--- config.mk ---
export PLATFORM = sky130hd
export DESIGN_NAME = lcd2bp_drv
export DESIGN_NICKNAME = d
export VERILOG_FILES = /design/src/rtl/lcd2bp_pkg.sv /design/src/rtl/lcd2bp_seq.sv /design/src/rtl/lcd2bp_stage.sv /design/src/rtl/lcd2bp_segmux.sv /design/src/rtl/lcd2bp_drv.sv
export SDC_FILE = /design/constraint.sdc
export NUM_CORES = 1
export LEC_CHECK = 0
export BUFFER_PORTS_ARGS = -buffer_cell sky130_fd_sc_hd__buf_2
export CAP_MARGIN = 40
export CORE_MARGIN = 1
export CORE_UTILIZATION = 45
export CTS_CLUSTER_SIZE = 8
export DETAILED_ROUTE_END_ITERATION = 8
export REMOVE_ABC_BUFFERS = 1
export SYNTH_ARGS = -nofsm -noshare
export SYNTH_HDL_FRONTEND = slang
export SYNTH_SLANG_ARGS = --single-unit
--- constraint.sdc ---
create_clock -name clk_i -period 5.6 [get_ports clk_i]
set_clock_uncertainty 0.15 [all_clocks]
set_input_delay 1.12 -clock clk_i [delete_from_list [all_inputs] [get_ports clk_i]]
set_output_delay 1.12 -clock clk_i [all_outputs]
set_load 0.01 [all_outputs]
--- src/rtl/lcd2bp_pkg.sv ---
package lcd2bp_pkg;
  localparam int unsigned COM_W = 3;

  typedef enum logic [1:0] {
    PH_D1 = 2'd0,
    PH_D2 = 2'd1,
    PH_N1 = 2'd2,
    PH_N2 = 2'd3
  } phase_e;

  // image of phase 3; the first flip lands on phase 0
  localparam logic [COM_W-1:0] COM_PARK = 3'b101;
  localparam logic [COM_W-1:0] FLIP_LO  = 3'b011;
  localparam logic [COM_W-1:0] FLIP_HI  = 3'b100;
endpackage

--- src/rtl/lcd2bp_seq.sv ---
module lcd2bp_seq
  import lcd2bp_pkg::*;
(
  input  logic             clk_i,
  input  logic             rst_ni,
  input  logic             en_i,
  input  logic             tick_i,
  output phase_e           ph_nxt_o,
  output logic             step_o,
  output logic [COM_W-1:0] com_o
);
  phase_e           ph_q;
  logic [1:0]       ph_inc;
  logic [COM_W-1:0] img_q, flip_q, com_q, img_nxt;

  assign ph_inc   = ph_q + 2'd1;
  assign ph_nxt_o = phase_e'(ph_inc);
  assign step_o   = en_i & tick_i;
  assign img_nxt  = img_q ^ flip_q;

  always_ff @(posedge clk_i or negedge rst_ni) begin
    if (!rst_ni) begin
      ph_q   <= PH_N2;
      img_q  <= COM_PARK;
      flip_q <= FLIP_HI;
      com_q  <= '0;
    end else if (!en_i) begin
      ph_q   <= PH_N2;
      img_q  <= COM_PARK;
      flip_q <= FLIP_HI;
      com_q  <= '0;
    end else if (tick_i) begin
      ph_q   <= ph_nxt_o;
      img_q  <= img_nxt;
      flip_q <= (flip_q == FLIP_HI) ? FLIP_LO : FLIP_HI;
      com_q  <= img_nxt;
    end
  end

  assign com_o = com_q;
endmodule

--- src/rtl/lcd2bp_stage.sv ---
module lcd2bp_stage
  import lcd2bp_pkg::*;
#(
  parameter int unsigned SEG_W = 13
) (
  input  logic             clk_i,
  input  logic             rst_ni,
  input  logic             step_i,
  input  phase_e           ph_nxt_i,
  input  logic             upd_i,
  input  logic [SEG_W-1:0] plane1_i,
  input  logic [SEG_W-1:0] plane2_i,
  output logic [SEG_W-1:0] a1_nxt_o,
  output logic [SEG_W-1:0] a2_nxt_o,
  output logic             done_o
);
  logic [SEG_W-1:0] hold1_q, hold2_q, act1_q, act2_q;
  logic             pend_q, done_q, xfer;

  assign xfer     = step_i && (ph_nxt_i == PH_D1) && pend_q;
  assign a1_nxt_o = xfer ? hold1_q : act1_q;
  assign a2_nxt_o = xfer ? hold2_q : act2_q;

  always_ff @(posedge clk_i or negedge rst_ni) begin
    if (!rst_ni) begin
      hold1_q <= '0;
      hold2_q <= '0;
      act1_q  <= '0;
      act2_q  <= '0;
      pend_q  <= 1'b0;
      done_q  <= 1'b0;
    end else begin
      act1_q <= a1_nxt_o;
      act2_q <= a2_nxt_o;
      done_q <= xfer;
      // a fresh load wins over the clear of the word being transferred
      if (upd_i) begin
        hold1_q <= plane1_i;
        hold2_q <= plane2_i;
        pend_q  <= 1'b1;
      end else if (xfer) begin
        pend_q  <= 1'b0;
      end
    end
  end

  assign done_o = done_q;
endmodule

--- src/rtl/lcd2bp_segmux.sv ---
module lcd2bp_segmux
  import lcd2bp_pkg::*;
#(
  parameter int unsigned SEG_W = 13
) (
  input  logic             clk_i,
  input  logic             rst_ni,
  input  logic             en_i,
  input  logic             step_i,
  input  phase_e           ph_nxt_i,
  input  logic [SEG_W-1:0] a1_i,
  input  logic [SEG_W-1:0] a2_i,
  output logic [SEG_W-1:0] seg_o
);
  logic             sel2, inv;
  logic [SEG_W-1:0] pick, seg_q;

  assign sel2 = ph_nxt_i[0];
  assign inv  = ph_nxt_i[1];

  for (genvar b = 0; b < SEG_W; b++) begin : g_bit
    assign pick[b] = (sel2 ? a2_i[b] : a1_i[b]) ^ inv;
  end

  always_ff @(posedge clk_i or negedge rst_ni) begin
    if (!rst_ni)      seg_q <= '0;
    else if (!en_i)   seg_q <= '0;
    else if (step_i)  seg_q <= pick;
  end

  assign seg_o = seg_q;
endmodule

--- src/rtl/lcd2bp_drv.sv ---
module lcd2bp_drv
  import lcd2bp_pkg::*;
#(
  parameter int unsigned SEG_W = 13
) (
  input  logic             clk_i,
  input  logic             rst_ni,
  input  logic             en_i,
  input  logic             tick_i,
  input  logic             upd_i,
  input  logic [SEG_W-1:0] plane1_i,
  input  logic [SEG_W-1:0] plane2_i,
  output logic [COM_W-1:0] com_o,
  output logic [SEG_W-1:0] seg_o,
  output logic             done_o
);
  phase_e           ph_nxt;
  logic             step;
  logic [SEG_W-1:0] a1_nxt, a2_nxt;

  lcd2bp_seq u_seq (
    .clk_i    (clk_i),
    .rst_ni   (rst_ni),
    .en_i     (en_i),
    .tick_i   (tick_i),
    .ph_nxt_o (ph_nxt),
    .step_o   (step),
    .com_o    (com_o)
  );

  lcd2bp_stage #(.SEG_W(SEG_W)) u_stage (
    .clk_i    (clk_i),
    .rst_ni   (rst_ni),
    .step_i   (step),
    .ph_nxt_i (ph_nxt),
    .upd_i    (upd_i),
    .plane1_i (plane1_i),
    .plane2_i (plane2_i),
    .a1_nxt_o (a1_nxt),
    .a2_nxt_o (a2_nxt),
    .done_o   (done_o)
  );

  lcd2bp_segmux #(.SEG_W(SEG_W)) u_mux (
    .clk_i    (clk_i),
    .rst_ni   (rst_ni),
    .en_i     (en_i),
    .step_i   (step),
    .ph_nxt_i (ph_nxt),
    .a1_i     (a1_nxt),
    .a2_i     (a2_nxt),
    .seg_o    (seg_o)
  );
endmodule

==> results <==
- Of the total synthesized cell area, the portion taken by full adders, half adders and majority gates is 0.00360.
- Counting I/O delays and the setup requirement, the final critical path takes 3.10 ns.
- The height of the die is 89.9 µm.
- The first routing iteration left 76 violations.
- Of the total synthesized cell area, the portion taken by XOR and XNOR cells is 0.0151.
- For the worst-skew pair, the clock arrives at the later sink with an insertion delay of 0.35 ns.
- The area of the multi-input gates is 1450 µm².
- The number of hold violations in the final report is 0.
- The tightest min-delay check is of the register to register type.
- The register share of total power is 0.525.
- STA classifies the critical path startpoint as an input pin.
- The cell area that synthesis handed to floorplanning was 3480 µm².
- The detailed placer's ending HPWL is 3740 µm.
- The worst register-to-register path ends at u_mux.seg_o[10].
- The hold path endpoint is u_stage.act2_q[12].
- Of the post-synthesis cell area, the part taken by muxes is 0.298.
- The antenna cell count is 0.
- The number of unique standard cell types used by synthesis is 26.
- The number of levels in the clock H-tree is 3.
- Dividing the final minimum period by the clock period gives 0.553.
- The total iterations of the first detailed-routing run is 4.
- The slew of the pin with the lowest slew margin is 0.889 ns.
- Of the total synthesized cell area, the portion taken by AND, OR, NAND and NOR gates is 0.0493.
- In the routed design, unresolved DRC markers number 0.
- Of the post-synthesis cell area, the dominant cell type holds 0.511.
- The total die area is 8080 µm².
- The worst slew margin relative to its limit is 0.406.
- In the routed layout, each cell is associated on average with a via count of 5.24.
- TritonCTS built the clock tree.
- The leftover overflow at the end of global routing is 0.
- The core region is 7370 µm².
- The quantity of hold-fixing buffers added after cts is 0.
- The total of fill cells in the finished design is 690.
- For this design the ratio of total power to cell area is 354 nW/µm².
- In this run the post-CTS setup repair buffer count came out at 0.
- Dividing the synthesized area by the synthesized cell count gives 14.2 µm².
- Port buffering added 47 buffers.
- The register bit count reported by yosys is 76.
- For this configuration, the core starts out at a cell density of 0.472.
- The synthesis warning total is 0.
- After synthesis, the largest family of logic cells by area is multiplexers.
- The root buffer cell chosen for the clock tree is sky130_fd_sc_hd__clkbuf_8.
- The first-pass GRT wire length is 9820 µm.
- The clock edge transition at the registers on the reported setup and hold paths is 0.08 ns.
- The routed design has 5950 µm of wire.
- The area added between synthesis and finish is 12.4%.
- The worst-case hold slack is 0.349 ns.
- The setup path with the least slack is of type input pin to register.
- The worst register-to-register path has a depth of 4.
- At the worst endpoint, the arrival time is 3.18 ns.
- The die span in x is 89.9 µm.
- The worst setup path is captured at a register.
- By area the synthesized netlist is led by sky130_fd_sc_hd__dfrtp_1 (51%), sky130_fd_sc_hd__mux2_2 (17%), sky130_fd_sc_hd__mux2i_1 (4.6%), sky130_fd_sc_hd__mux4_2 (4.5%), sky130_fd_sc_hd__o21ai_0 (3.9%).
- The net switching power of the design is 0.000368 W.
- The number of max-slew violations in the final report is 0.
- The internal portion of the total power is 0.00101 W.
- The aggregate negative setup slack is 0 ns.
- The row count is 31.
- The required time reported for the critical path endpoint is 5.68 ns.
- The number of nets with antenna violations after routing is 0.
- The detailed-route via count is 2040.
- CTS saw 76 sinks.
- The area fraction in compound gates after synthesis is 0.0504.
- The run finished with clean final reports.
- In the global route stage, overall resource usage came out at 0.159.
- Derived from the worst setup path, the maximum achievable clock frequency is 323 MHz.
- The global placer's final weighted congestion is 0.667.
- The number of buffers on the longest clock path is 2.
- The top-level I/O count is 48.
- The initial antenna violation count is 0.
- The fraction of power spent switching nets is 0.266.
- Along the worst hold path, the cell count comes to 1.
- The number of max-cap violations is 0.
- Setup repair after global routing left no endpoint under its margin.
- The share of total power dissipated in the clock network is 0.262.
- The TritonCTS buffer count is 9.
- In this run the most critical hold path is launched from u_stage.act2_q[12].
- In this run, post-CTS repair resized a total of 0 instances.
- The beginning of the worst register-to-register path is u_seq.ph_q[0].
- The share of synthesized area occupied by flip-flops and latches is 0.549.
- The post-detailed-route wirelength per cell is 15.3 µm.
- The sequential cell area is 1910 µm².
- The setup slack on the worst flop-to-flop path is 2.70 ns.
- Synthesis produced a netlist whose cell count is 245.
- After the last flow step, the layout net total stands at 317.
- The share of cells above drive strength 1 is 0.431.
- The cell type with the highest aggregate area in the netlist is sky130_fd_sc_hd__dfrtp_1.
- Of the total power, combinational logic draws 0.213.
- The final number of setup-violating endpoints is 0.
- After layout, the design draws a total of 0.00138 W.
- The static leakage power is 1.79 nW.
- Entering global routing, the biggest net connects 43 pins.
- The critical-path maximum fanout is 40.
- The maximum resistive drop on vdd is 0.000177 V.
- The number of global-route vias before repair came to 1914.
==> critical path: stages <==
cell	delay [ns]
sky130_fd_sc_hd__buf_2	0.46
sky130_fd_sc_hd__nand4_4	0.69
sky130_fd_sc_hd__mux4_1	0.75
sky130_fd_sc_hd__mux2i_1	0.14
==> worst max path at each step <==
| stage | from | to | slack [ns] | cells past startpoint |
|---|---|---|---|---|
| after global placement | en_i | u_mux.seg_o[10] | 2.22 | 4 |
| after global routing | en_i | u_mux.seg_o[12] | 2.33 | 4 |
| after detailed placement | en_i | u_mux.seg_o[10] | 2.12 | 4 |
| after floorplan | tick_i | u_mux.seg_o[11] | 3.00 | 3 |
| after CTS | en_i | u_mux.seg_o[10] | 2.50 | 4 |
| final | en_i | u_mux.seg_o[10] | 2.50 | 4 |
==> synthesized netlist by cell type, drive strengths merged <==
cell type,count
o211a,2
a21o,1
o21a,1
nand3,1
dfrtp,71
mux2i,16
xnor2,4
mux2,52
xor2,2
a21oi,1
nor2b,14
nand2,8
and2,2
nor2,2
dfstp,5
clkbuf,7
and2b,1
buf,12
ha,1
inv,2
nand4,1
o21ai,27
mux4,12
==> metal layers <==
layer / global-route usage / vias up / share of wire
li1: - / 955 / -
met1: 0.224 / 1033 / 0.48
met2: 0.228 / 43 / 0.46
met3: 0.0423 / 9 / 0.037
met4: 0.0806 / 0 / 0.022
met5: 0 / - / 0
==> layout make-up <==
cell class,count,share of cell area
Clock buffer,14,0.0391
Clock inverter,2,0.00320
Inverter,2,0.00192
Multi-Input combinational cell,148,0.370
Sequential cell,76,0.488
Tap cell,99,0.0317
Timing Repair Buffer,48,0.0659
==> logic make-up after synthesis <==
family                   count (synthesis)
AO/OA/AOI/OAI                           32
XOR/XNOR                                 6
adder cells (fa/ha/maj)                  1
buffers and inverters                   21
flip-flops                              76
multiplexers                            80
AND/OR/NAND/NOR                         29
==> power groups by stage <==
stage	clock network [W]	registers (W)	logic, W
after CTS	0.000375	0.000727	0.000300
after detailed placement	0	0.000738	0.000299
after floorplan	0	0.000725	0.000209
after global placement	0	0.000732	0.000287
final	0.000362	0.000726	0.000295
after global routing	0.000397	0.000742	0.000321
==> layout by cell type, fill, tap and decap left out, types with 2 or more instances in the layout <==
cell type,Yosys,routed
sky130_fd_sc_hd__mux2i_1,16,16
sky130_fd_sc_hd__dfstp_2,5,5
sky130_fd_sc_hd__nor2_1,2,2
sky130_fd_sc_hd__mux4_1,5,5
sky130_fd_sc_hd__clkbuf_1,7,4
sky130_fd_sc_hd__nor2b_1,14,14
sky130_fd_sc_hd__nand2_1,8,8
sky130_fd_sc_hd__mux2_2,52,52
sky130_fd_sc_hd__buf_2,5,46
sky130_fd_sc_hd__o211a_1,2,2
sky130_fd_sc_hd__xnor2_1,4,4
sky130_fd_sc_hd__dfrtp_1,71,71
sky130_fd_sc_hd__mux4_2,7,7
sky130_fd_sc_hd__inv_1,2,2
sky130_fd_sc_hd__xor2_1,2,2
sky130_fd_sc_hd__and2_1,2,2
sky130_fd_sc_hd__clkbuf_8,0,10
sky130_fd_sc_hd__o21ai_0,27,27
==> stage by stage <==
| stage | area (µm²) | utilization | worst slack, ns | instances |
|---|---|---|---|---|
| floorplan | 3360 | - | 3.00 | 226 |
| global placement | 3720 | 0.505 | 2.22 | 372 |
| detailed placement | 3740 | 0.508 | 2.12 | 373 |
| CTS | 3910 | 0.530 | 2.50 | 389 |
| global route | 3910 | 0.530 | 2.33 | 389 |
| finish | 3910 | 0.530 | 2.50 | 389 |
==> registers in the layout, indices dropped and copies added, names as in the netlist <==
name / cells
u_mux.seg_o: 13
u_stage.act1_q: 13
u_stage.act2_q: 13
u_stage.hold1_q: 13
u_stage.hold2_q: 13
u_seq.com_o: 3
u_seq.flip_q: 2
u_seq.img_q: 2
u_seq.ph_q: 2
u_stage.done_o: 1
u_stage.pend_q: 1
Note: power is estimated with default switching activity, not from simulation.
